==> src/rtl/frac_div_pkg.sv <==
package frac_div_pkg;
  localparam int DEF_LONG_DIV  = 41;
  localparam int DEF_SHORT_DIV = 40;
  localparam int DEF_PERIODS   = 25;

  function automatic int width_for(input int n);
    return (n <= 2) ? 1 : $clog2(n);
  endfunction
endpackage

==> src/rtl/fdiv_cycle_ctr.sv <==
module fdiv_cycle_ctr
  import frac_div_pkg::*;
#(
  parameter int LONG_DIV  = DEF_LONG_DIV,
  parameter int SHORT_DIV = DEF_SHORT_DIV
) (
  input  logic clk,
  input  logic rst,
  input  logic en,
  input  logic use_short,
  output logic wrap
);
  localparam int CW = width_for(LONG_DIV);
  localparam logic [CW-1:0] LONG_END  = CW'(LONG_DIV - 1);
  localparam logic [CW-1:0] SHORT_END = CW'(SHORT_DIV - 1);

  logic [CW-1:0] cnt_q;
  logic [CW-1:0] end_val;

  always_comb begin
    end_val = use_short ? SHORT_END : LONG_END;
    wrap    = en && (cnt_q == end_val);
  end

  always_ff @(posedge clk) begin
    if (rst)
      cnt_q <= '0;
    else if (wrap)
      cnt_q <= '0;
    else if (en)
      cnt_q <= cnt_q + 1'b1;
  end

  a_r1_cnt_range: assert property (@(posedge clk) disable iff (rst)
    cnt_q <= LONG_END);
  a_r5_hold_no_en: assert property (@(posedge clk) disable iff (rst)
    !en |=> $stable(cnt_q));
  a_r2_short_limit: assert property (@(posedge clk) disable iff (rst)
    use_short |-> cnt_q <= SHORT_END);
endmodule

==> src/rtl/fdiv_period_seq.sv <==
module fdiv_period_seq
  import frac_div_pkg::*;
#(
  parameter int PERIODS = DEF_PERIODS
) (
  input  logic clk,
  input  logic rst,
  input  logic step,
  output logic last
);
  localparam int PW = width_for(PERIODS);
  localparam logic [PW-1:0] LAST_IDX = PW'(PERIODS - 1);

  logic [PW-1:0] idx_q;

  assign last = (idx_q == LAST_IDX);

  always_ff @(posedge clk) begin
    if (rst)
      idx_q <= '0;
    else if (step)
      idx_q <= last ? '0 : idx_q + 1'b1;
  end

  a_r7_idx_range: assert property (@(posedge clk) disable iff (rst)
    idx_q <= LAST_IDX);
  a_r5_idx_hold: assert property (@(posedge clk) disable iff (rst)
    !step |=> $stable(idx_q));
endmodule

==> src/rtl/fdiv_out_reg.sv <==
module fdiv_out_reg (
  input  logic clk,
  input  logic rst,
  input  logic period_done,
  input  logic seq_done,
  output logic tick_q,
  output logic mark_q
);
  always_ff @(posedge clk) begin
    if (rst) begin
      tick_q <= 1'b0;
      mark_q <= 1'b0;
    end else begin
      tick_q <= period_done;
      mark_q <= period_done && seq_done;
    end
  end

  a_r4_mark_with_tick: assert property (@(posedge clk) disable iff (rst)
    mark_q |-> tick_q);
  a_r3_tick_single: assert property (@(posedge clk) disable iff (rst)
    tick_q |=> !tick_q);
  a_r6_reset_clears: assert property (@(posedge clk)
    rst |=> !tick_q && !mark_q);
endmodule

==> src/rtl/frac_tick_gen.sv <==
module frac_tick_gen
  import frac_div_pkg::*;
#(
  parameter int LONG_DIV  = DEF_LONG_DIV,
  parameter int SHORT_DIV = DEF_SHORT_DIV,
  parameter int PERIODS   = DEF_PERIODS
) (
  input  logic clk,
  input  logic rst,
  input  logic en_4096,
  output logic tick_100,
  output logic qtr_mark
);
  logic wrap;
  logic last;
  logic en_gated;

  assign en_gated = en_4096 && !rst;

  fdiv_cycle_ctr #(.LONG_DIV(LONG_DIV), .SHORT_DIV(SHORT_DIV)) u_cyc (
    .clk(clk), .rst(rst), .en(en_gated), .use_short(last), .wrap(wrap)
  );

  fdiv_period_seq #(.PERIODS(PERIODS)) u_seq (
    .clk(clk), .rst(rst), .step(wrap), .last(last)
  );

  fdiv_out_reg u_out (
    .clk(clk), .rst(rst), .period_done(wrap), .seq_done(last),
    .tick_q(tick_100), .mark_q(qtr_mark)
  );

  a_r8_reset_blocks: assert property (@(posedge clk)
    rst |=> !tick_100);
endmodule

==> config.mk <==
export PLATFORM = sky130hd
export DESIGN_NAME = frac_tick_gen
export DESIGN_NICKNAME = d
export VERILOG_FILES = /design/src/rtl/frac_div_pkg.sv /design/src/rtl/fdiv_cycle_ctr.sv /design/src/rtl/fdiv_period_seq.sv /design/src/rtl/fdiv_out_reg.sv /design/src/rtl/frac_tick_gen.sv
export SDC_FILE = /design/constraint.sdc
export NUM_CORES = 1
export LEC_CHECK = 0
export ABC_CLOCK_PERIOD_IN_PS = 1650
export CAP_MARGIN = 20
export CORE_MARGIN = 2
export CORE_UTILIZATION = 25
export CTS_BUF_LIST = sky130_fd_sc_hd__clkbuf_4 sky130_fd_sc_hd__clkbuf_8
export CTS_CLUSTER_SIZE = 24
export DETAILED_ROUTE_END_ITERATION = 7
export PLACE_DENSITY = 0.43
export SETUP_SLACK_MARGIN = 0.3
export SYNTH_ARGS = -nofsm -noshare
export SYNTH_HDL_FRONTEND = slang
export SYNTH_SLANG_ARGS = --single-unit
==> constraint.sdc <==
create_clock -name clk -period 1.65 [get_ports clk]
set_input_delay 0.33 -clock clk [delete_from_list [all_inputs] [get_ports clk]]
set_output_delay 0.33 -clock clk [all_outputs]
set_load 0.02 [all_outputs]
* Word level (Yosys, flattened, before mapping)
Cells that the tools add are included.
Storage, ports and cells: flip-flop bits (word level) 13, input bits 3, logic and storage cells 15, output and inout bits 2
Operators by class: $add $sub $neg 2, multiplexer cells 2, reductions and logical operators 5, eq/ne operators 2
Operator list (number):
- 6-bit by 1-bit adder with 6-bit output, second input constant | 1
- 6-bit == test | 1
- 5-bit by 1-bit adder with 5-bit output, second input constant | 1
- 5-bit == test, second input constant | 1
- 5-bit 2-to-1 mux | 1
- 4-bit 2-to-1 mux | 1
- 1-bit logical AND | 3
- 2-bit OR reduction | 1
- 1-bit logical NOT | 1

* Logic depth before layout (Yosys ltp)
depth in word-level cells 5, depth in mapped cells 7, gate-level depth less buffers 6

* By module
From an unflattened synthesis, not the netlist that was laid out.
Unflattened totals: cell total of the unflattened synthesis 61, area total of the unflattened synthesis 611.8 µm²
Modules (own cells, without submodules):
- fdiv_cycle_ctr | cells an instance 31, seq. area each 120.1 µm², area an instance 309.0 µm², instances 1
- fdiv_period_seq | cells an instance 25, seq. area each 100.1 µm², area an instance 234.0 µm², instances 1
- fdiv_out_reg | cells an instance 4, seq. area each 40.0 µm², area an instance 55.1 µm², instances 1
- frac_tick_gen | cells an instance 1, seq. area each 0.0 µm², area an instance 13.8 µm², instances 1

* Least setup slack after synthesis
OpenSTA, ideal clock, no wires.
kind reg-to-reg, start register u_seq.idx_q[0], end register u_out.mark_q, path slack 194 ps, clock period less this slack 1456 ps, required time 1535 ps, library setup time 115 ps, arrival time 1341 ps, cell stages (with the launch flop) 8, path buffers 1, cells stage by stage dfxtp_1 -> inv_1 -> ha_1 -> and4b_4 -> mux2i_1 -> nor2_2 -> buf_6 -> and2_1
Between the ends: word-level cells in the longest chain between the ends 5
RTL lines:
- start: declaration | line fdiv_period_seq.sv:14 | logic [PW-1:0] idx_q;
- start signal: assignment | line fdiv_period_seq.sv:22 | idx_q <= last ? '0 : idx_q + 1'b1;
- 5-bit == test (*) | line fdiv_period_seq.sv:16 | assign last = (idx_q == LAST_IDX);
- 4-bit 2-to-1 mux | line fdiv_cycle_ctr.sv:21 | end_val = use_short ? SHORT_END : LONG_END;
- 6-bit == test | line fdiv_cycle_ctr.sv:22 | wrap = en && (cnt_q == end_val);
- 1-bit logical AND | line fdiv_cycle_ctr.sv:22
- 1-bit logical AND (*) | line fdiv_out_reg.sv:15 | mark_q <= period_done && seq_done;
- end signal: assignment | line fdiv_out_reg.sv:15
- end: declaration | line fdiv_out_reg.sv:7 | output logic mark_q
Mark *: on every way between the ends. The rest lies on a longest branch, timed or not. A chain may end at the register's enable or synchronous reset.

* Worst setup path in the final report
start register u_seq.idx_q[0], end register u_seq.idx_q[1]
Between the ends: word-level cells in the longest chain between the ends 4, elaborated cells on any way between the ends 6, those cells by class add/sub: 1; eq/ne: 2; mux: 2; reduce/logical: 1
RTL lines (line):
- 5-bit == test | fdiv_period_seq.sv:16
- 4-bit 2-to-1 mux | fdiv_cycle_ctr.sv:21
- 6-bit == test | fdiv_cycle_ctr.sv:22
- 1-bit logical AND | fdiv_cycle_ctr.sv:22
Several ways; a longest one is shown, not always the timed one.

==> results.json <==
{
  "postRouteWirelength_mm": 1.26,
  "dp.final_hpwl_um": 904,
  "rsz0062_at_grt": "true",
  "tightestPinTransition_ns": 0.435,
  "arrival_ns": 1.68,
  "drv_slew": 0,
  "yosys_register_bits": 13,
  "family_of_cells_with_the_greatest_summed_delay_on_the_critical_path": "flip-flops",
  "fp.coreArea_sq_um": 2450,
  "grt-ovfl-total": 0,
  "critical_path.max_stage_delay_ns": 0.36,
  "finalSetupViolations": 0,
  "power_per_cell_area_nw_per_um2": 643,
  "totalNegativeSetupSlack_ns": 0,
  "length_of_routed_met2_wiring_um": 546,
  "synth-warning-count": 0,
  "cts-root-to-sink-buffers": 2,
  "cts_root_buffer": "sky130_fd_sc_hd__clkbuf_4",
  "dr_total_vias": 508,
  "ant_nets": 0,
  "final_nets": 90,
  "clkTransAtPathRegs_ns": 0.09,
  "crit_type": "reg2reg",
  "first_global_vias": 497,
  "timing.rr.start": "u_seq.idx_q[0]$_SDFFE_PP0P_",
  "timing.critical_path.from_type": "flop",
  "worstPathCellList": "inv_2 > ha_4 > and4b_4 > mux2i_4 > nor2_4 > buf_6 > mux2i_1",
  "timing.reg2reg.setup_slack_ns": 0.18,
  "worst-path-stages": 7,
  "numCtsBuffers": 3,
  "fin_crit_sh": 0.889,
  "drv_cap": 0,
  "grt_antenna_before_repair": 0,
  "crit_path_end_kind": "flop",
  "drt_first_pass_iters": 4,
  "antenna_cells_inserted": 0,
  "routed_wire_length_per_instance_um": 11.1,
  "pin_count": 5,
  "final_layout_size_suffix_gt1_frac": 0.386,
  "grt_start_max_net_pins": 13,
  "timing.clock.skew_ns": 0.0103,
  "timing.final.crit_period_ns": 1.47,
  "power.static_leakage_nw": 0.325,
  "final.setup.worst_slack_ns": 0.182,
  "post_synth_edffs": 0,
  "die_height_um": 54.8,
  "std_cell_rows": 18,
  "layout-area-overhead-vs-synth_pct": 38.6,
  "critical_path_peak_fanout": 4,
  "yosysUniqueCellTypes": 30,
  "seq_area_frac_synth": 0.403,
  "avg_inst_size_synth_sq_um": 9.49,
  "critical_path.n_buffers_inverters": 2,
  "hold_sp": "u_seq.idx_q[4]$_SDFFE_PP0P_",
  "cts_tree": "done",
  "status": "finished, final reports clean",
  "detail_route.iter0.violations": 5,
  "wl_met1_um": 625,
  "die-area_sq_um": 3010,
  "vias_per_cell": 4.50,
  "starting_density_of_the_core": 0.263,
  "yosys_most_used_dff": "sky130_fd_sc_hd__dfxtp_1",
  "max-slew-margin-rel": 0.709,
  "synth-async-reset-ratio": 0,
  "mappedNetlistArea_sq_um": 646,
  "max_freq_mhz": 681,
  "grt_util_all_layers": 0.109,
  "finalWeightedCongestion": 0.680,
  "layout.cells.most_common": "sky130_fd_sc_hd__dfxtp_1",
  "top_layer_used": "met4",
  "power.ir.vdd_worst_mv": 0.216,
  "timing.hold.worst_endpoint": "u_seq.idx_q[4]$_SDFFE_PP0P_",
  "worst-r2r-cell-count": 7,
  "clock-sinks": 13,
  "floorplan.die.width_um": 54.8,
  "detailedPlace.worstSlack_ns": -0.0189,
  "mappedNetlistNets": 74,
  "drt_drc_violations_left": 0,
  "most_frequent_cells_in_the_layout": "sky130_fd_sc_hd__dfxtp_1, sky130_fd_sc_hd__buf_4, sky130_fd_sc_hd__nor3_2",
  "dr_wl_met3_um": 41,
  "clk-insertion-delay-late_ns": 0.29,
  "buffer_ports.inserted": 4,
  "syn_inst": 68,
  "worstHoldPathCells": 2,
  "reg2reg_to": "u_seq.idx_q[1]$_SDFFE_PP0P_",
  "worst-endpoint-required_ns": 1.86,
  "holdCritPathClass": "reg2reg",
  "ctsHtreeMaxLevel": 1,
  "final_hold_viol_count": 0,
  "critPathSlowestCell": "sky130_fd_sc_hd__dfxtp_2",
  "first_pass_grt_wire_length_mm": 2.18
}
## cell families (layout without fill, tap and decap cells)
| kind of cell | count (synthesis) | after routing | share of synthesized area |
|---|---|---|---|
| AND/OR/NAND/NOR | 32 | 32 | 0.316 |
| flip-flops | 13 | 13 | 0.403 |
| AO/OA/AOI/OAI | 6 | 6 | 0.0543 |
| XOR/XNOR | 6 | 6 | 0.0814 |
| buffers and inverters | 5 | 20 | 0.0407 |
| adder cells (fa/ha/maj) | 3 | 3 | 0.0581 |
| multiplexers | 3 | 3 | 0.0465 |
## through the flow
| step | std cells | utilization | area (sq um) | power [mW] | hold slack, ns |
|---|---|---|---|---|---|
| finish | 113 | 0.364 | 895 | 0.575 | 0.500 |
| global route | 113 | 0.364 | 895 | 0.600 | 0.540 |
| CTS | 113 | 0.355 | 871 | 0.582 | 0.513 |
| detailed placement | 107 | 0.319 | 783 | 0.356 | 0.500 |
| global placement | 107 | 0.319 | 783 | 0.356 | 0.491 |
| floorplan | 68 | - | 664 | 0.342 | 0.451 |
## synthesized netlist by cell type, types with 2 or more instances
cell type	instances	area share
sky130_fd_sc_hd__o21ai_1	2	0.016
sky130_fd_sc_hd__nand2_1	4	0.023
sky130_fd_sc_hd__and3_1	2	0.019
sky130_fd_sc_hd__dfxtp_1	13	0.40
sky130_fd_sc_hd__nor3_1	5	0.039
sky130_fd_sc_hd__nor2_1	2	0.012
sky130_fd_sc_hd__xnor2_1	2	0.027
sky130_fd_sc_hd__ha_1	3	0.058
sky130_fd_sc_hd__xor2_1	4	0.054
sky130_fd_sc_hd__nor2b_1	3	0.029
sky130_fd_sc_hd__inv_1	2	0.012
sky130_fd_sc_hd__clkbuf_1	2	0.012
sky130_fd_sc_hd__nand4_1	2	0.019
sky130_fd_sc_hd__mux2i_1	3	0.047
sky130_fd_sc_hd__nand2b_1	4	0.039
## flip-flops by register name (all words and copies together), names as in the netlist
name,count
u_cyc.cnt_q,6
u_out.mark_q,1
u_out.tick_q,1
u_seq.idx_q,5
## routing by layer
layer	GRT usage	vias to the layer above
li1	-	265
met4	0.100	0
met2	0.173	10
met5	0	-
met3	0.0246	4
met1	0.120	229
## worst min-delay path: stages, from the launching register on
cell	delay (ns)
sky130_fd_sc_hd__dfxtp_1	0.34
sky130_fd_sc_hd__o31ai_1	0.07
sky130_fd_sc_hd__a21oi_1	0.05
## report_power, final
group | internal [mW] | switching (mW) | leakage (nW) | total, mW
Combinational | 0.0168 | 0.0142 | 0.201 | 0.0310
Clock | 0.110 | 0.114 | 0.0184 | 0.224
Sequential | 0.317 | 0.00324 | 0.106 | 0.320
## area by class of cell
type | instances | area (sq um)
Multi-Input combinational cell | 50 | 433
Timing Repair Buffer | 14 | 124
Inverter | 2 | 7.51
Tap cell | 30 | 37.5
Sequential cell | 13 | 263
Clock buffer | 4 | 30.0
Fill cell | 257 | 1560
## timing repair
action                                  CTS  global route
endpoints found under the setup margin   15            13
pin swaps                                10             2
resized for setup                        12             4
hold buffers                              0             0
cloned                                    0             0
setup buffers                             2             0
## worst max path at each step
stage,start,to
after detailed placement,rst,u_seq.idx_q[0]$_SDFFE_PP0P_
after global placement,rst,u_seq.idx_q[1]$_SDFFE_PP0P_
after floorplan,u_seq.idx_q[1]$_SDFFE_PP0P_,u_out.mark_q$_SDFF_PP0_
after global routing,u_seq.idx_q[0]$_SDFFE_PP0P_,u_seq.idx_q[0]$_SDFFE_PP0P_
after CTS,u_seq.idx_q[0]$_SDFFE_PP0P_,u_seq.idx_q[1]$_SDFFE_PP0P_
final,u_seq.idx_q[0]$_SDFFE_PP0P_,u_seq.idx_q[1]$_SDFFE_PP0P_
No activity file was read; power rests on OpenSTA's default activity.
